<file path="config.mk">
export PLATFORM = sky130hd
export DESIGN_NAME = dma_chan_csr
export DESIGN_NICKNAME = d
export VERILOG_FILES = /design/src/rtl/dma_csr_pkg.sv /design/src/rtl/dma_csr_core.sv /design/src/rtl/dma_win_bank.sv /design/src/rtl/dma_irq_merge.sv /design/src/rtl/dma_chan_csr.sv
export SDC_FILE = /design/constraint.sdc
export NUM_CORES = 1
export LEC_CHECK = 0
export BUFFER_PORTS_ARGS = -buffer_cell sky130_fd_sc_hd__buf_2
export CAP_MARGIN = 20
export CORE_ASPECT_RATIO = 2
export CORE_MARGIN = 10
export CORE_UTILIZATION = 54
export DETAILED_ROUTE_END_ITERATION = 12
export HOLD_SLACK_MARGIN = 0.08
export PLACE_DENSITY = 0.74
export SLEW_MARGIN = 20
export SYNTH_ARGS = -nofsm -noshare
export SYNTH_HDL_FRONTEND = slang
export SYNTH_SLANG_ARGS = --single-unit
</file>
<file path="constraint.sdc">
create_clock -name clk -period 4.2 [get_ports clk]
set_input_delay 0.63 -clock clk [delete_from_list [all_inputs] [get_ports clk]]
set_output_delay 0.63 -clock clk [all_outputs]
set_load 0.02 [all_outputs]
</file>
<file path="src/rtl/dma_csr_pkg.sv">
package dma_csr_pkg;

    localparam int REG_NUM_W = 10;
    localparam int DATA_W    = 32;
    localparam int MAX_CH    = 32;
    localparam int IRQ_GROUPS = 5;

    // register numbers decoded by the control bus
    localparam logic [REG_NUM_W-1:0] CSR_GCFG      = 10'h180;
    localparam logic [REG_NUM_W-1:0] CSR_ERRSTAT   = 10'h181;
    localparam logic [REG_NUM_W-1:0] CSR_IRQEN     = 10'h182;
    localparam logic [REG_NUM_W-1:0] CSR_TXACT_SET = 10'h184;
    localparam logic [REG_NUM_W-1:0] CSR_TXACT_RST = 10'h185;
    localparam logic [REG_NUM_W-1:0] CSR_TXEOB     = 10'h186;
    localparam logic [REG_NUM_W-1:0] CSR_TXDERR    = 10'h187;
    localparam logic [REG_NUM_W-1:0] CSR_RXACT_SET = 10'h190;
    localparam logic [REG_NUM_W-1:0] CSR_RXACT_RST = 10'h191;
    localparam logic [REG_NUM_W-1:0] CSR_RXEOB     = 10'h192;
    localparam logic [REG_NUM_W-1:0] CSR_RXDERR    = 10'h193;
    localparam logic [REG_NUM_W-1:0] WIN_TXPTR     = 10'h1A0;
    localparam logic [REG_NUM_W-1:0] WIN_RXPTR     = 10'h1C0;
    localparam logic [REG_NUM_W-1:0] WIN_RXBSZ     = 10'h1E0;

    // write keep masks and reset value
    localparam logic [DATA_W-1:0] CFG_KEEP   = 32'h00FF_C087;
    localparam logic [DATA_W-1:0] CFG_RESET  = 32'h0007_C000;
    localparam logic [DATA_W-1:0] IEN_KEEP   = 32'h0000_001F;
    localparam logic [DATA_W-1:0] TXACT_KEEP = 32'hF000_0000;
    localparam logic [DATA_W-1:0] RXACT_KEEP = 32'hC000_0000;
    localparam logic [DATA_W-1:0] PTR_KEEP   = 32'hFFFF_FFFF;
    localparam logic [DATA_W-1:0] BSZ_KEEP   = 32'h0000_00FF;

    // interrupt group index = enable bit position
    localparam int IG_TX_EOB  = 0;
    localparam int IG_RX_EOB  = 1;
    localparam int IG_TX_DERR = 2;
    localparam int IG_RX_DERR = 3;
    localparam int IG_ERR     = 4;

    typedef struct packed {
        logic [DATA_W-1:0] cfg;
        logic [DATA_W-1:0] err;
        logic [DATA_W-1:0] irq_en;
        logic [DATA_W-1:0] tx_act_set;
        logic [DATA_W-1:0] tx_act_rst;
        logic [DATA_W-1:0] tx_eob;
        logic [DATA_W-1:0] tx_derr;
        logic [DATA_W-1:0] rx_act_set;
        logic [DATA_W-1:0] rx_act_rst;
        logic [DATA_W-1:0] rx_eob;
        logic [DATA_W-1:0] rx_derr;
    } csr_regs_t;

endpackage

</file>
<file path="src/rtl/dma_csr_core.sv">
module dma_csr_core
    import dma_csr_pkg::*;
(
    input  logic                                 clk,
    input  logic                                 rst_n,
    input  logic [REG_NUM_W-1:0]                 reg_num_i,
    input  logic                                 wr_en_i,
    input  logic [DATA_W-1:0]                    wr_data_i,
    input  logic [DATA_W-1:0]                    err_set_i,
    input  logic [DATA_W-1:0]                    tx_eob_set_i,
    input  logic [DATA_W-1:0]                    rx_eob_set_i,
    input  logic [DATA_W-1:0]                    tx_derr_set_i,
    input  logic [DATA_W-1:0]                    rx_derr_set_i,
    output logic [DATA_W-1:0]                    rdata_o,
    output logic [IRQ_GROUPS-1:0][DATA_W-1:0]    stat_o,
    output logic [IRQ_GROUPS-1:0]                ien_o
);

    csr_regs_t r_d, r_q;
    logic      soft_rst;

    always_comb begin
        r_d      = r_q;
        soft_rst = wr_en_i && (reg_num_i == CSR_GCFG) && wr_data_i[DATA_W-1];

        if (soft_rst) begin
            r_d.err        = '0;
            r_d.irq_en     = '0;
            r_d.tx_act_set = '0;
            r_d.rx_act_set = '0;
            r_d.tx_eob     = '0;
            r_d.tx_derr    = '0;
            r_d.rx_eob     = '0;
            r_d.rx_derr    = '0;
        end

        if (wr_en_i) begin
            case (reg_num_i)
                CSR_GCFG:      r_d.cfg        = wr_data_i & CFG_KEEP;
                CSR_ERRSTAT:   r_d.err        = r_q.err & ~wr_data_i;
                CSR_IRQEN:     r_d.irq_en     = wr_data_i & IEN_KEEP;
                CSR_TXACT_SET: r_d.tx_act_set = wr_data_i & TXACT_KEEP;
                CSR_TXACT_RST: r_d.tx_act_rst = wr_data_i & TXACT_KEEP;
                CSR_TXEOB:     r_d.tx_eob     = r_q.tx_eob & ~wr_data_i;
                CSR_TXDERR:    r_d.tx_derr    = r_q.tx_derr & ~wr_data_i;
                CSR_RXACT_SET: r_d.rx_act_set = wr_data_i & RXACT_KEEP;
                CSR_RXACT_RST: r_d.rx_act_rst = wr_data_i & RXACT_KEEP;
                CSR_RXEOB:     r_d.rx_eob     = r_q.rx_eob & ~wr_data_i;
                CSR_RXDERR:    r_d.rx_derr    = r_q.rx_derr & ~wr_data_i;
                default: ;
            endcase
        end

        // hardware events win over a clear in the same cycle
        r_d.err     = r_d.err     | err_set_i;
        r_d.tx_eob  = r_d.tx_eob  | tx_eob_set_i;
        r_d.rx_eob  = r_d.rx_eob  | rx_eob_set_i;
        r_d.tx_derr = r_d.tx_derr | tx_derr_set_i;
        r_d.rx_derr = r_d.rx_derr | rx_derr_set_i;
    end

    always_ff @(posedge clk or negedge rst_n) begin
        if (!rst_n) begin
            r_q     <= '0;
            r_q.cfg <= CFG_RESET;
        end else begin
            r_q <= r_d;
        end
    end

    always_comb begin
        case (reg_num_i)
            CSR_GCFG:      rdata_o = r_q.cfg;
            CSR_ERRSTAT:   rdata_o = r_q.err;
            CSR_IRQEN:     rdata_o = r_q.irq_en;
            CSR_TXACT_SET: rdata_o = r_q.tx_act_set;
            CSR_TXACT_RST: rdata_o = r_q.tx_act_rst;
            CSR_TXEOB:     rdata_o = r_q.tx_eob;
            CSR_TXDERR:    rdata_o = r_q.tx_derr;
            CSR_RXACT_SET: rdata_o = r_q.rx_act_set;
            CSR_RXACT_RST: rdata_o = r_q.rx_act_rst;
            CSR_RXEOB:     rdata_o = r_q.rx_eob;
            CSR_RXDERR:    rdata_o = r_q.rx_derr;
            default:       rdata_o = '0;
        endcase
    end

    always_comb begin
        stat_o             = '0;
        stat_o[IG_TX_EOB]  = r_q.tx_eob;
        stat_o[IG_RX_EOB]  = r_q.rx_eob;
        stat_o[IG_TX_DERR] = r_q.tx_derr;
        stat_o[IG_RX_DERR] = r_q.rx_derr;
        stat_o[IG_ERR]     = r_q.err;
        ien_o              = r_q.irq_en[IRQ_GROUPS-1:0];
    end

    // assertions
    logic armed_q;
    always_ff @(posedge clk or negedge rst_n) begin
        if (!rst_n) armed_q <= 1'b0;
        else        armed_q <= 1'b1;
    end

    a_r6_w1c_clears: assert property (@(posedge clk) disable iff (!rst_n)
        armed_q && wr_en_i && (reg_num_i == CSR_ERRSTAT)
        |=> ((r_q.err & $past(wr_data_i) & ~$past(err_set_i)) == '0));

    a_r7_set_lands: assert property (@(posedge clk) disable iff (!rst_n)
        armed_q && (err_set_i != '0)
        |=> ((r_q.err & $past(err_set_i)) == $past(err_set_i)));

    a_r7_sticky: assert property (@(posedge clk) disable iff (!rst_n)
        armed_q && !(wr_en_i && (reg_num_i == CSR_ERRSTAT || reg_num_i == CSR_GCFG))
        |=> (($past(r_q.err) & ~r_q.err) == '0));

    a_r4_soft_clears: assert property (@(posedge clk) disable iff (!rst_n)
        armed_q && wr_en_i && (reg_num_i == CSR_GCFG) && wr_data_i[DATA_W-1]
        && (err_set_i == '0)
        |=> (r_q.err == '0) && (r_q.irq_en == '0));

endmodule

</file>
<file path="src/rtl/dma_win_bank.sv">
module dma_win_bank
    import dma_csr_pkg::*;
#(
    parameter int                   N    = 4,
    parameter logic [REG_NUM_W-1:0] BASE = 10'h1A0,
    parameter logic [DATA_W-1:0]    KEEP = 32'hFFFF_FFFF
) (
    input  logic                 clk,
    input  logic                 rst_n,
    input  logic [REG_NUM_W-1:0] reg_num_i,
    input  logic                 wr_en_i,
    input  logic [DATA_W-1:0]    wr_data_i,
    output logic [DATA_W-1:0]    rdata_o
);

    logic [N-1:0][DATA_W-1:0] ent_d, ent_q;
    logic [REG_NUM_W-1:0]     off;
    logic                     hit;

    assign off = reg_num_i - BASE;
    assign hit = (reg_num_i >= BASE) && (off < REG_NUM_W'(N));

    always_comb begin
        ent_d   = ent_q;
        rdata_o = '0;
        for (int i = 0; i < N; i++) begin
            if (hit && (off == REG_NUM_W'(i))) begin
                rdata_o = ent_q[i];
                if (wr_en_i) ent_d[i] = wr_data_i & KEEP;
            end
        end
    end

    always_ff @(posedge clk or negedge rst_n) begin
        if (!rst_n) ent_q <= '0;
        else        ent_q <= ent_d;
    end

    logic armed_q;
    always_ff @(posedge clk or negedge rst_n) begin
        if (!rst_n) armed_q <= 1'b0;
        else        armed_q <= 1'b1;
    end

    a_r11_no_stray_write: assert property (@(posedge clk) disable iff (!rst_n)
        armed_q && !(wr_en_i && hit) |=> (ent_q == $past(ent_q)));

endmodule

</file>
<file path="src/rtl/dma_irq_merge.sv">
module dma_irq_merge
    import dma_csr_pkg::*;
#(
    parameter int GROUPS = IRQ_GROUPS
) (
    input  logic [GROUPS-1:0][DATA_W-1:0] stat_i,
    input  logic [GROUPS-1:0]             en_i,
    output logic [GROUPS-1:0]             irq_o
);

    for (genvar g = 0; g < GROUPS; g++) begin : g_grp
        assign irq_o[g] = en_i[g] && (stat_i[g] != '0);
    end

endmodule

</file>
<file path="src/rtl/dma_chan_csr.sv">
module dma_chan_csr
    import dma_csr_pkg::*;
#(
    parameter int TX_CH = 4,
    parameter int RX_CH = 2
) (
    input  logic        clk,
    input  logic        rst_n,
    input  logic [9:0]  reg_num,
    input  logic        wr_en,
    input  logic [31:0] wr_data,
    input  logic        rd_en,
    output logic [31:0] rd_data,
    input  logic [31:0] err_set,
    input  logic [31:0] tx_eob_set,
    input  logic [31:0] rx_eob_set,
    input  logic [31:0] tx_derr_set,
    input  logic [31:0] rx_derr_set,
    output logic        irq_tx_eob,
    output logic        irq_rx_eob,
    output logic        irq_tx_derr,
    output logic        irq_rx_derr,
    output logic        irq_err
);

    // channel counts limited to 1..MAX_CH
    if (TX_CH < 1 || TX_CH > MAX_CH) begin : g_bad_tx
        $error("TX_CH out of range");
    end
    if (RX_CH < 1 || RX_CH > MAX_CH) begin : g_bad_rx
        $error("RX_CH out of range");
    end

    logic [DATA_W-1:0]                 core_rd, txp_rd, rxp_rd, bsz_rd;
    logic [IRQ_GROUPS-1:0][DATA_W-1:0] stat;
    logic [IRQ_GROUPS-1:0]             ien;
    logic [IRQ_GROUPS-1:0]             irq;
    logic [DATA_W-1:0]                 rd_data_d, rd_data_q;

    dma_csr_core u_core (
        .clk           (clk),
        .rst_n         (rst_n),
        .reg_num_i     (reg_num),
        .wr_en_i       (wr_en),
        .wr_data_i     (wr_data),
        .err_set_i     (err_set),
        .tx_eob_set_i  (tx_eob_set),
        .rx_eob_set_i  (rx_eob_set),
        .tx_derr_set_i (tx_derr_set),
        .rx_derr_set_i (rx_derr_set),
        .rdata_o       (core_rd),
        .stat_o        (stat),
        .ien_o         (ien)
    );

    dma_win_bank #(.N(TX_CH), .BASE(WIN_TXPTR), .KEEP(PTR_KEEP)) u_txptr (
        .clk (clk), .rst_n (rst_n), .reg_num_i (reg_num),
        .wr_en_i (wr_en), .wr_data_i (wr_data), .rdata_o (txp_rd)
    );

    dma_win_bank #(.N(RX_CH), .BASE(WIN_RXPTR), .KEEP(PTR_KEEP)) u_rxptr (
        .clk (clk), .rst_n (rst_n), .reg_num_i (reg_num),
        .wr_en_i (wr_en), .wr_data_i (wr_data), .rdata_o (rxp_rd)
    );

    dma_win_bank #(.N(RX_CH), .BASE(WIN_RXBSZ), .KEEP(BSZ_KEEP)) u_rxbsz (
        .clk (clk), .rst_n (rst_n), .reg_num_i (reg_num),
        .wr_en_i (wr_en), .wr_data_i (wr_data), .rdata_o (bsz_rd)
    );

    dma_irq_merge #(.GROUPS(IRQ_GROUPS)) u_irq (
        .stat_i (stat),
        .en_i   (ien),
        .irq_o  (irq)
    );

    // sources decode disjoint numbers, so unselected ones return zero
    always_comb begin
        rd_data_d = rd_data_q;
        if (rd_en) rd_data_d = core_rd | txp_rd | rxp_rd | bsz_rd;
    end

    always_ff @(posedge clk or negedge rst_n) begin
        if (!rst_n) rd_data_q <= '0;
        else        rd_data_q <= rd_data_d;
    end

    assign rd_data     = rd_data_q;
    assign irq_tx_eob  = irq[IG_TX_EOB];
    assign irq_rx_eob  = irq[IG_RX_EOB];
    assign irq_tx_derr = irq[IG_TX_DERR];
    assign irq_rx_derr = irq[IG_RX_DERR];
    assign irq_err     = irq[IG_ERR];

    logic armed_q;
    always_ff @(posedge clk or negedge rst_n) begin
        if (!rst_n) armed_q <= 1'b0;
        else        armed_q <= 1'b1;
    end

    a_r2_read_holds: assert property (@(posedge clk) disable iff (!rst_n)
        armed_q && !rd_en |=> $stable(rd_data));

    a_r8_disable_silences: assert property (@(posedge clk) disable iff (!rst_n)
        armed_q && wr_en && (reg_num == CSR_IRQEN) && (wr_data[4:0] == 5'd0)
        |=> !(irq_tx_eob || irq_rx_eob || irq_tx_derr || irq_rx_derr || irq_err));

endmodule

</file>
==> results.sh <==
export IMPL_status="complete, no violations"
export IMPL_arrival_ns=2.94
export IMPL_max_freq_ghz=0.280
export IMPL_place_inst=2723
export IMPL_cts_setup_buffers=0
export IMPL_start_util_pct=54.3
export IMPL_drive_above_1_share_pct=36.7
export IMPL_fp_row_count=109
export IMPL_netlist_area_um2=23900
export IMPL_critPathCaptureType="output pin"
export IMPL_die_area_um2=53600
export IMPL_ios=243
export IMPL_synthCells=2019
export IMPL_setup_viol=0
export IMPL_rsz0062_at_grt="false"
export IMPL_grt_antenna_before_repair=2
export IMPL_skew_ns=0.0158
export IMPL_rr_worst_depth=5
export IMPL_syn_mean_instance_area_um2=11.8
export IMPL_drt_iter0_drc=2097
export IMPL_numClockSinks=516
export IMPL_slowest_stage="nor4_1"
export IMPL_synth_cell_types=76
export IMPL_grt_pass1_vias=20097
export IMPL_hold_path_class="input pin to asynchronous set/reset pin"
export IMPL_stdcell_count=2810
export IMPL_clock_path_buffers=3
export IMPL_grt_max_degree=95
export IMPL_place_ws_ns=0.920
export IMPL_h_tree_depth=2
export IMPL_tightest_slew_ns=1.07
export IMPL_required_ns=3.57
export IMPL_place_congestion=0.966
export IMPL_via_per_inst=6.84
export IMPL_slew_limit_headroom_pct=28.5
export IMPL_drtAntennaViolNets=0
export IMPL_finalCritPeriodShare_pct=85.0
export IMPL_cp_top_family="simple AND/OR/NAND/NOR gates"
export IMPL_port_buffers=242
export IMPL_cts_tree="yes"
export IMPL_grt_total_usage_pct=32.7
export IMPL_clk_latency_ns=0.58
export IMPL_cts_root_buf="clkbuf_16"
export IMPL_total_power_mw=10.4
export IMPL_dp_hpwl_um=64000
export IMPL_routed_wirelength_um=90500
export IMPL_placed_area_um2=25900
export IMPL_dr_total_vias=19207
export IMPL_path_class="flop to output pin"
export IMPL_path_cells="nor4_1 > nand4_1 > o21a_1 > buf_2"
export IMPL_globalRouteOverflowTotal=0
export IMPL_final_max_slew_viol_count=0
export IMPL_hold_ws_ns=0.0915
export IMPL_drtPass1Iterations=8
export IMPL_postCtsResizedCells=0
export IMPL_synth_edf_count=0
export IMPL_syn_nets=2227
export IMPL_ys_warn_count=0
export IMPL_fin_area_um2=27500
export IMPL_syn_to_final_growth_pct=15.0
export IMPL_layout_nets=2424
export IMPL_leakage_nw=12.4
export IMPL_path_buf_inv=1
export IMPL_tns_ns=0
export IMPL_path_depth=4
export IMPL_ys_flop_type="dfrtp_1"
export IMPL_async_flop_share_pct=100
export IMPL_fin_ws_ns=0.628
export IMPL_post_route_drc_count=0
export IMPL_hold_viol_final=0
export IMPL_wl_per_cell_um=32.2
export IMPL_ys_seq_elements=516
export IMPL_fp_dieH_um=318
export IMPL_hold_buffers=0
export IMPL_vdd_drop_max_v=0.000368
export IMPL_cts_buffers=46
export IMPL_power_density_nw_per_um2=379
export IMPL_fin_util_pct=62.4
export IMPL_start_kind="flop"
export IMPL_grt_pass1_wl_um=131000
export IMPL_die_w_um=169
export IMPL_critPathMaxFanout=3
export IMPL_min_period_ns=3.57
export IMPL_yosysSeqAreaShare_pct=54.0
export IMPL_clkSlewWorstSetupHoldPaths_ns=0.07
export IMPL_maxCapViolCount=0
export IMPL_core_area_um2=44100
export IMPL_cpPeakStageDelay_ns=0.89
==> worst reg2reg max path, stage by stage (launching register included) <==
cell and delay (ns):
dfrtp_1 0.42, mux2i_1 0.59, o22a_1 0.35, o32ai_1 0.12, a2111oi_0 0.48, a31oi_1 0.13
==> registers in the layout (all words and copies together), names as in the netlist <==
register       count
u_rxbsz.ent_q     16
rd_data           32
u_core.ien_o       5
u_core.r_q       111
u_core.stat_o    160
u_rxptr.ent_q     64
u_txptr.ent_q    128
==> report_power, final <==
part	switching, mW	leakage (nW)	internal, mW	total, mW
Sequential	0.0373	6.30	5.02	5.06
Clock	1.95	0.795	2.68	4.62
Combinational	0.501	5.26	0.236	0.736
==> cell families after synthesis <==
| group | after synthesis | share of synthesized area, % |
|---|---|---|
| AND/OR/NAND/NOR | 566 | 11.8 |
| AO/OA/AOI/OAI | 423 | 14.0 |
| adder cells (fa/ha/maj) | 2 | 0.105 |
| buffers and inverters | 178 | 3.16 |
| flip-flops | 516 | 54.0 |
| multiplexers | 334 | 16.9 |
==> cells in the mapped netlist (9+ instances only) <==
library cell / number / area share, %
a211oi_1: 12 / 0.38
a21o_1: 10 / 0.31
a21oi_1: 19 / 0.40
a221oi_1: 32 / 1.2
a222oi_1: 9 / 0.38
a22oi_1: 34 / 1.1
a2bb2oi_1: 16 / 0.59
a31o_2: 152 / 5.6
a31oi_1: 23 / 0.60
and2_1: 62 / 1.6
and3_1: 31 / 0.81
buf_1: 15 / 0.24
buf_2: 34 / 0.71
clkbuf_1: 120 / 1.9
dfrtp_1: 511 / 53
mux2_2: 163 / 7.7
mux2_4: 60 / 3.8
mux2i_1: 89 / 3.7
mux4_2: 14 / 1.3
nand2_1: 273 / 4.3
nand3_1: 14 / 0.29
nand4_1: 13 / 0.34
nor2_1: 49 / 0.77
nor3_1: 19 / 0.40
nor4_1: 45 / 1.2
o21ai_0: 30 / 0.63
o22ai_1: 21 / 0.55
or2_2: 10 / 0.26
==> worst paths after layout <==
kind	end	start	slack (ns)
max reg2reg	rd_data[15]	u_core.stat_o[79]	1.95
min	u_txptr.ent_q[25]	rst_n	0.09
max in group asynchronous	u_core.r_q[338]	rst_n	2.93
max	irq_rx_eob	u_core.stat_o[62]	0.63
min reg2reg	u_core.r_q[334]	u_core.r_q[334]	0.46
min in group clk	u_core.stat_o[95]	tx_derr_set[31]	0.23
==> final cells by class <==
class | count | area (um2)
Tap cell | 555 | 694
Clock inverter | 21 | 317
Clock buffer | 64 | 1310
Antenna cell | 2 | 5.00
Inverter | 3 | 11.3
Fill cell | 3504 | 16600
Timing Repair Buffer | 324 | 1950
Multi-Input combinational cell | 1325 | 10300
Sequential cell | 516 | 12900
==> cells in the final DEF (no fill, tap or decap), types with 30 or more instances in the layout <==
| cell type | count |
|---|---|
| a221oi_1 | 32 |
| a22oi_1 | 34 |
| a31o_2 | 152 |
| and2_1 | 62 |
| and3_1 | 31 |
| buf_2 | 239 |
| buf_4 | 75 |
| clkbuf_16 | 47 |
| dfrtp_1 | 511 |
| mux2_2 | 163 |
| mux2_4 | 60 |
| mux2i_1 | 89 |
| nand2_1 | 272 |
| nor2_1 | 47 |
| nor4_1 | 45 |
| o21ai_0 | 30 |
==> layer usage <==
metal | vias up | part of all wire [%] | GRT usage, %
li1 | 7849 | - | -
met1 | 9787 | 34 | 36.5
met2 | 1208 | 48 | 53.0
met3 | 363 | 8.5 | 7.02
met4 | 0 | 9.2 | 25.6
met5 | - | 0 | 0
Power figures use the tool's default switching activity.
